## src/rtl/mbc_pkg.sv

```systemverilog
package mbc_pkg;

    localparam int MEM_WORD_W = 64;
    localparam int BYTES_PER_WORD = MEM_WORD_W / 8;
    localparam logic [1:0] SEL_RESERVED = 2'd3;

    typedef enum logic [2:0] {
        ST_IDLE,
        ST_FETCH,
        ST_WAIT,
        ST_SETTLE,
        ST_PULSE,
        ST_GAP
    } mbc_state_e;

    function automatic int words_for(input int nbl);
        return (nbl + MEM_WORD_W - 1) / MEM_WORD_W;
    endfunction

    function automatic int idx_width(input int n);
        return (n > 1) ? $clog2(n) : 1;
    endfunction

endpackage

```

## src/rtl/mbc_addr_gen.sv

```systemverilog
module mbc_addr_gen
    import mbc_pkg::*;
#(
    parameter int ADDR_W = 32,
    parameter int LINE_W = 3,
    parameter int WORD_W = 1,
    parameter int WPL = 2,
    parameter logic [ADDR_W-1:0] IMG_BASE = 32'h1000_0000,
    parameter logic [ADDR_W-1:0] IMG_STRIDE = 32'h0001_0000
) (
    input  logic              clk,
    input  logic              rst,
    input  logic              load,
    input  logic [1:0]        sel,
    input  logic [LINE_W-1:0] line,
    input  logic [WORD_W-1:0] word,
    output logic [ADDR_W-1:0] addr
);
    logic [ADDR_W-1:0] base_q;
    logic [ADDR_W-1:0] word_index;

    always_ff @(posedge clk) begin
        if (rst) begin
            base_q <= '0;
        end else if (load) begin
            base_q <= IMG_BASE + ADDR_W'(sel) * IMG_STRIDE;
        end
    end

    assign word_index = ADDR_W'(line) * ADDR_W'(WPL) + ADDR_W'(word);
    assign addr = base_q + word_index * ADDR_W'(BYTES_PER_WORD);

endmodule

```

## src/rtl/mbc_line_buf.sv

```systemverilog
module mbc_line_buf
    import mbc_pkg::*;
#(
    parameter int NUM_BL = 100,
    parameter int WPL = 2,
    parameter int WORD_W = 1
) (
    input  logic                  clk,
    input  logic                  rst,
    input  logic                  wr_en,
    input  logic [WORD_W-1:0]     wr_idx,
    input  logic [MEM_WORD_W-1:0] wr_data,
    output logic [NUM_BL-1:0]     bl
);
    logic unused_data_bits;
    assign unused_data_bits = ^wr_data;

    for (genvar g = 0; g < WPL; g++) begin : g_slice
        localparam int LO = g * MEM_WORD_W;
        localparam int W = ((NUM_BL - LO) > MEM_WORD_W) ? MEM_WORD_W : (NUM_BL - LO);
        logic [W-1:0] slice_q;

        always_ff @(posedge clk) begin
            if (rst) begin
                slice_q <= '0;
            end else if (wr_en && (wr_idx == WORD_W'(g))) begin
                slice_q <= wr_data[W-1:0];
            end
        end

        assign bl[LO +: W] = slice_q;
    end

endmodule

```

## src/rtl/mbc_seq.sv

```systemverilog
module mbc_seq
    import mbc_pkg::*;
#(
    parameter int NUM_WL = 8,
    parameter int WPL = 2,
    parameter int WL_PULSE = 2,
    parameter int LINE_W = 3,
    parameter int WORD_W = 1
) (
    input  logic              clk,
    input  logic              rst,
    input  logic              start,
    input  logic [1:0]        sel,
    input  logic              rd_valid,
    output logic              busy,
    output logic              done,
    output logic              sel_err,
    output logic              fab_rst,
    output logic              rd_req,
    output logic              load_base,
    output logic              wr_en,
    output logic [LINE_W-1:0] line,
    output logic [WORD_W-1:0] word,
    output logic [NUM_WL-1:0] wl
);
    localparam int PCNT_W = idx_width(WL_PULSE);

    mbc_state_e        state_q;
    logic [LINE_W-1:0] line_q;
    logic [WORD_W-1:0] word_q;
    logic [PCNT_W-1:0] pcnt_q;
    logic              done_q;
    logic              err_q;
    logic              frst_q;
    logic              idle;
    logic              accept;
    logic              reject;
    logic              last_word;
    logic              last_line;
    logic              last_pulse;

    assign idle       = (state_q == ST_IDLE);
    assign accept     = idle && start && (sel != SEL_RESERVED);
    assign reject     = idle && start && (sel == SEL_RESERVED);
    assign last_word  = (word_q == WORD_W'(WPL - 1));
    assign last_line  = (line_q == LINE_W'(NUM_WL - 1));
    assign last_pulse = (pcnt_q == PCNT_W'(WL_PULSE - 1));

    always_ff @(posedge clk) begin
        if (rst) begin
            state_q <= ST_IDLE;
            line_q  <= '0;
            word_q  <= '0;
            pcnt_q  <= '0;
            done_q  <= 1'b0;
            err_q   <= 1'b0;
            frst_q  <= 1'b0;
        end else begin
            case (state_q)
                ST_IDLE: begin
                    if (accept) begin
                        state_q <= ST_FETCH;
                        line_q  <= '0;
                        word_q  <= '0;
                        done_q  <= 1'b0;
                        err_q   <= 1'b0;
                        frst_q  <= 1'b1;
                    end else if (reject) begin
                        err_q <= 1'b1;
                    end
                end
                ST_FETCH: state_q <= ST_WAIT;
                ST_WAIT: begin
                    if (rd_valid) begin
                        if (last_word) begin
                            state_q <= ST_SETTLE;
                        end else begin
                            word_q  <= word_q + 1'b1;
                            state_q <= ST_FETCH;
                        end
                    end
                end
                ST_SETTLE: begin
                    pcnt_q  <= '0;
                    state_q <= ST_PULSE;
                end
                ST_PULSE: begin
                    if (last_pulse) begin
                        state_q <= ST_GAP;
                    end else begin
                        pcnt_q <= pcnt_q + 1'b1;
                    end
                end
                ST_GAP: begin
                    if (last_line) begin
                        state_q <= ST_IDLE;
                        done_q  <= 1'b1;
                        frst_q  <= 1'b0;
                    end else begin
                        line_q  <= line_q + 1'b1;
                        word_q  <= '0;
                        state_q <= ST_FETCH;
                    end
                end
                default: state_q <= ST_IDLE;
            endcase
        end
    end

    assign busy      = !idle;
    assign done      = done_q;
    assign sel_err   = err_q;
    assign fab_rst   = frst_q;
    assign rd_req    = (state_q == ST_FETCH);
    assign load_base = accept;
    assign wr_en     = (state_q == ST_WAIT) && rd_valid;
    assign line      = line_q;
    assign word      = word_q;

    for (genvar g = 0; g < NUM_WL; g++) begin : g_wl
        assign wl[g] = (state_q == ST_PULSE) && (line_q == LINE_W'(g));
    end

endmodule

```

## src/rtl/mbc_config_ctrl.sv

```systemverilog
module mbc_config_ctrl
    import mbc_pkg::*;
#(
    parameter int NUM_BL = 100,
    parameter int NUM_WL = 8,
    parameter int WL_PULSE = 2,
    parameter int ADDR_W = 32,
    parameter logic [ADDR_W-1:0] IMG_BASE = 32'h1000_0000,
    parameter logic [ADDR_W-1:0] IMG_STRIDE = 32'h0001_0000
) (
    input  logic                  clk,
    input  logic                  rst,
    input  logic                  start,
    input  logic [1:0]            img_sel,
    output logic                  busy,
    output logic                  done,
    output logic                  sel_err,
    output logic                  fab_rst,
    output logic                  rd_req,
    output logic [ADDR_W-1:0]     rd_addr,
    input  logic                  rd_valid,
    input  logic [MEM_WORD_W-1:0] rd_data,
    output logic [NUM_BL-1:0]     bl,
    output logic [NUM_WL-1:0]     wl
);
    localparam int WPL = words_for(NUM_BL);
    localparam int WORD_W = idx_width(WPL);
    localparam int LINE_W = idx_width(NUM_WL);

    logic              load_base;
    logic              wr_en;
    logic [LINE_W-1:0] line;
    logic [WORD_W-1:0] word;

    mbc_seq #(
        .NUM_WL  (NUM_WL),
        .WPL     (WPL),
        .WL_PULSE(WL_PULSE),
        .LINE_W  (LINE_W),
        .WORD_W  (WORD_W)
    ) u_seq (
        .clk      (clk),
        .rst      (rst),
        .start    (start),
        .sel      (img_sel),
        .rd_valid (rd_valid),
        .busy     (busy),
        .done     (done),
        .sel_err  (sel_err),
        .fab_rst  (fab_rst),
        .rd_req   (rd_req),
        .load_base(load_base),
        .wr_en    (wr_en),
        .line     (line),
        .word     (word),
        .wl       (wl)
    );

    mbc_addr_gen #(
        .ADDR_W    (ADDR_W),
        .LINE_W    (LINE_W),
        .WORD_W    (WORD_W),
        .WPL       (WPL),
        .IMG_BASE  (IMG_BASE),
        .IMG_STRIDE(IMG_STRIDE)
    ) u_addr (
        .clk (clk),
        .rst (rst),
        .load(load_base),
        .sel (img_sel),
        .line(line),
        .word(word),
        .addr(rd_addr)
    );

    mbc_line_buf #(
        .NUM_BL(NUM_BL),
        .WPL   (WPL),
        .WORD_W(WORD_W)
    ) u_buf (
        .clk    (clk),
        .rst    (rst),
        .wr_en  (wr_en),
        .wr_idx (word),
        .wr_data(rd_data),
        .bl     (bl)
    );

endmodule

```

## config.mk

```make
export PLATFORM = sky130hd
export DESIGN_NAME = mbc_config_ctrl
export DESIGN_NICKNAME = d
export VERILOG_FILES = /design/src/rtl/mbc_pkg.sv /design/src/rtl/mbc_addr_gen.sv /design/src/rtl/mbc_line_buf.sv /design/src/rtl/mbc_seq.sv /design/src/rtl/mbc_config_ctrl.sv
export SDC_FILE = /design/constraint.sdc
export NUM_CORES = 1
export LEC_CHECK = 0
export BUFFER_PORTS_ARGS = -buffer_cell sky130_fd_sc_hd__clkbuf_2
export CAP_MARGIN = 5
export CORE_UTILIZATION = 24
export CTS_CLUSTER_DIAMETER = 60
export DETAILED_ROUTE_END_ITERATION = 8
export PLACE_DENSITY_LB_ADDON = 0.2
export SLEW_MARGIN = 20
export SYNTH_ARGS = -nofsm -noshare
export SYNTH_HDL_FRONTEND = slang
export SYNTH_SLANG_ARGS = --single-unit
export TNS_END_PERCENT = 1
```

## constraint.sdc

```tcl
create_clock -name clk -period 1.87 [get_ports clk]
set_input_delay 0.374 -clock clk [delete_from_list [all_inputs] [get_ports clk]]
set_output_delay 0.374 -clock clk [all_outputs]
set_load 0.01 [all_outputs]
```

==> results.sh <==
export IMPL_finalClockSkew_ns=0.00727
export IMPL_grt_pass1_vias=3836
export IMPL_port_buffers=189
export IMPL_via_count=3980
export IMPL_synth_top_area_frac=0.476
export IMPL_grt_setup_unrepaired="true"
export IMPL_synth_compound_area_frac=0.0269
export IMPL_path_class="reg2out"
export IMPL_wirelength_um=12400
export IMPL_hold_viol=0
export IMPL_ant_nets=0
export IMPL_synthXorXnorAreaFrac=0
export IMPL_ir_drop_v=0.000555
export IMPL_firstDrtPassIters=4
export IMPL_crit_required_ns=1.50
export IMPL_cp_start_kind="flop"
export IMPL_slew_violations=0
export IMPL_track_usage=0.122
export IMPL_r2r_end="u_addr.base_q[16]$_SDFFE_PP0P_"
export IMPL_violations="setup timing"
export IMPL_grt_max_degree=54
export IMPL_initial_core_util=0.245
export IMPL_area_growth_pct=39.6
export IMPL_regToRegStartpoint="u_seq.state_q[1]$_SDFFE_PP0P_"
export IMPL_hold_path_class="in2reg"
export IMPL_numCtsBuffers=17
export IMPL_critPathMaxFanout=4
export IMPL_preCtsSetupSlack_ns=0.173
export IMPL_place_hpwl_um=8880
export IMPL_critPathCapture="wl[1]"
export IMPL_avgSynthCellArea_um2=9.38
export IMPL_synthTopCellsByArea="dfxtp_1, mux2i_1, nand2_1"
export IMPL_io_pins=215
export IMPL_cts_sinks=114
export IMPL_cts_tree="done"
export IMPL_crit_start="u_seq.state_q[1]$_SDFFE_PP0P_"
export IMPL_synth_edff_count=0
export IMPL_ys_types=38
export IMPL_cts_path_max_buffers=2
export IMPL_core_area_um2=19500
export IMPL_finalCritPeriodShare=1.01
export IMPL_holdBufCountCts=0
export IMPL_synth_simple_area_share=0.184
export IMPL_setup_viol=3
export IMPL_r2r_slack_ns=0.09
export IMPL_drive_above_1_share=0.364
export IMPL_synthFlopType="dfxtp_1"
export IMPL_async_flop_share=0
export IMPL_drc=0
export IMPL_via_per_inst=4.05
export IMPL_die_area_um2=20500
export IMPL_max_freq_mhz=532
export IMPL_row_count=51
export IMPL_ys_seq_area_frac=0.476
export IMPL_final_nets=781
export IMPL_synth_area_um2=4790
export IMPL_gp_congestion=0.756
export IMPL_grt_overflow=0
export IMPL_clk_latency_ns=0.40
export IMPL_antenna_found_initial=0
export IMPL_synth_top_cell_by_area="dfxtp_1"
export IMPL_ctsHtreeMaxLevel=4
export IMPL_die_height_um=143
export IMPL_synth_cells=511
export IMPL_powerDensity_nw_per_um2=960
export IMPL_cp_end_kind="output pin"
export IMPL_antennaDiodeCount=0
export IMPL_status="finished, violations left"
export IMPL_ff2ff_path_depth=4
export IMPL_post_synth_fa_ha_maj_area_fraction=0.0157
export IMPL_power_leakage_nw=3.20
export IMPL_fill_cells=2069
export IMPL_muxShareOfSynthArea=0.211
export IMPL_first_iter_violations=86
export IMPL_root_buffer="clkbuf_16"
export IMPL_drt_wirelength_per_cell_um=12.6
export IMPL_die_x_um=143
export IMPL_hold_worst_slack_ns=0.191
export IMPL_timing_final_crit_period_ns=1.88
export IMPL_grt_pass1_wl_um=19300
export IMPL_clkTransAtPathRegs_ns=0.06
export IMPL_crit_arrival_ns=1.51
export IMPL_ys_ff_latch=114
export IMPL_drv_max_cap_violation_count=0
export IMPL_fin_ws_ns=-0.0111
export IMPL_synth_top_family_by_area="multiplexers"
export IMPL_synth_warning_count=0
==> report_power, final <==
part           internal (mW)  switching [mW]  leakage, nW  total [mW]
clock network           2.15            1.13        0.289        3.28
registers               2.50          0.0422        0.925        2.54
logic                  0.274           0.325         1.99       0.599
total                   4.92            1.50         3.20        6.42
==> metal layers <==
layer  share of wire  up-vias  track usage
li1                -     2022            -
met1            0.45     1805        0.144
met2            0.45      144        0.191
met3           0.089        9       0.0597
met4          0.0095        0       0.0437
met5               0        -            0
==> logic make-up after synthesis <==
family | Yosys count
and+or+nand+nor | 206
DFF | 114
muxes | 101
buffers and inverters | 65
AOI/OAI and AO/OA | 18
adders and majority gates | 6
other | 1
==> cells in the mapped netlist, types with 4 or more instances <==
cell	instances
o21ai_0	4
mux2i_1	101
and3_1	5
inv_1	4
buf_6	6
dfxtp_1	114
nor2_1	7
clkbuf_1	17
ha_1	6
buf_2	8
and2_1	7
buf_4	29
a21oi_1	4
nand2_1	169
==> cells in the final DEF, fill, tap and decap left out, drive strengths merged <==
cell | netlist | final
and3 | 5 | 5
o311a | 1 | 1
o211ai | 2 | 2
nand2 | 170 | 170
o21a | 1 | 1
mux2i | 101 | 101
a21oi | 4 | 4
nor3 | 1 | 1
nand4b | 1 | 1
o221a | 2 | 2
and2 | 7 | 7
ha | 6 | 6
and4bb | 2 | 2
inv | 5 | 5
a211oi | 1 | 1
or3b | 1 | 1
nand3b | 1 | 1
clkinv | 0 | 5
o41ai | 1 | 1
and2b | 1 | 1
buf | 43 | 27
nor2 | 8 | 8
nand2b | 3 | 3
dfxtp | 114 | 114
clkbuf | 17 | 205
or3 | 2 | 2
o21ai | 4 | 4
o311ai | 1 | 1
clkinvlp | 0 | 2
bufinv | 0 | 3
nand4bb | 1 | 1
nor3b | 2 | 2
conb | 1 | 25
or4b | 1 | 1
a2bb2oi | 1 | 1
==> metrics by stage <==
| stage | cell area [um^2] | power (mW) | setup TNS, ns | cells | util |
|---|---|---|---|---|---|
| 2_1_floorplan | 4880 | 2.96 | 0 | 535 | - |
| 3_3_place_gp | 5970 | 3.15 | 0 | 943 | 0.306 |
| 3_5_place_dp | 5970 | 3.16 | 0 | 943 | 0.306 |
| 4_1_cts | 6660 | 6.53 | -0.201 | 981 | 0.341 |
| 5_1_grt | 6690 | 6.72 | -0.327 | 982 | 0.343 |
| 6_report | 6690 | 6.42 | -0.0226 | 982 | 0.343 |
==> worst max-delay path, stage by stage (launching register included) <==
cell     delay (ns)
dfxtp_4        0.35
or3b_4         0.41
nor2_4         0.10
and2_1         0.12
buf_2          0.12
==> cell type report <==
class	count	area (um^2)	share of cell area
clock inverters	10	134	0.0200
repair buffers	211	1210	0.181
multi-input cells	356	2230	0.333
well taps	265	332	0.0496
inverters	5	21.3	0.00318
flip-flops and latches	114	2300	0.344
clock buffers	21	460	0.0688
==> registers in the layout, summed over array words and instances, names as in the netlist <==
register / cells
u_seq.last_pulse: 1
u_seq.word: 1
u_seq.done: 1
u_seq.state_q: 3
u_seq.line: 3
u_buf.g_slice.slice_q: 100
u_seq.fab_rst: 1
u_seq.sel_err: 1
u_addr.base_q: 3
==> what timing repair did <==
action,in CTS,in global routing
gates resized for setup,18,10
endpoints found under the setup margin,9,10
pin swaps,6,5
buffers inserted,7,1
==> worst min path at each step <==
stage	startpoint	to	slack (ns)	cells past startpoint
after detailed placement	u_buf.g_slice[0].slice_q[20]$_SDFFE_PP0P_	u_buf.g_slice[0].slice_q[20]$_SDFFE_PP0P_	0.45	2
after global routing	rd_data[37]	u_buf.g_slice[0].slice_q[37]$_SDFFE_PP0P_	0.17	3
final	rd_data[61]	u_buf.g_slice[0].slice_q[61]$_SDFFE_PP0P_	0.19	3
after floorplan	u_seq.last_pulse$_SDFFE_PP0N_	u_seq.last_pulse$_SDFFE_PP0N_	0.44	2
after CTS	rd_data[61]	u_buf.g_slice[0].slice_q[61]$_SDFFE_PP0P_	0.16	3
after global placement	u_buf.g_slice[0].slice_q[20]$_SDFFE_PP0P_	u_buf.g_slice[0].slice_q[20]$_SDFFE_PP0P_	0.44	2
Power figures use the tool's default switching activity.
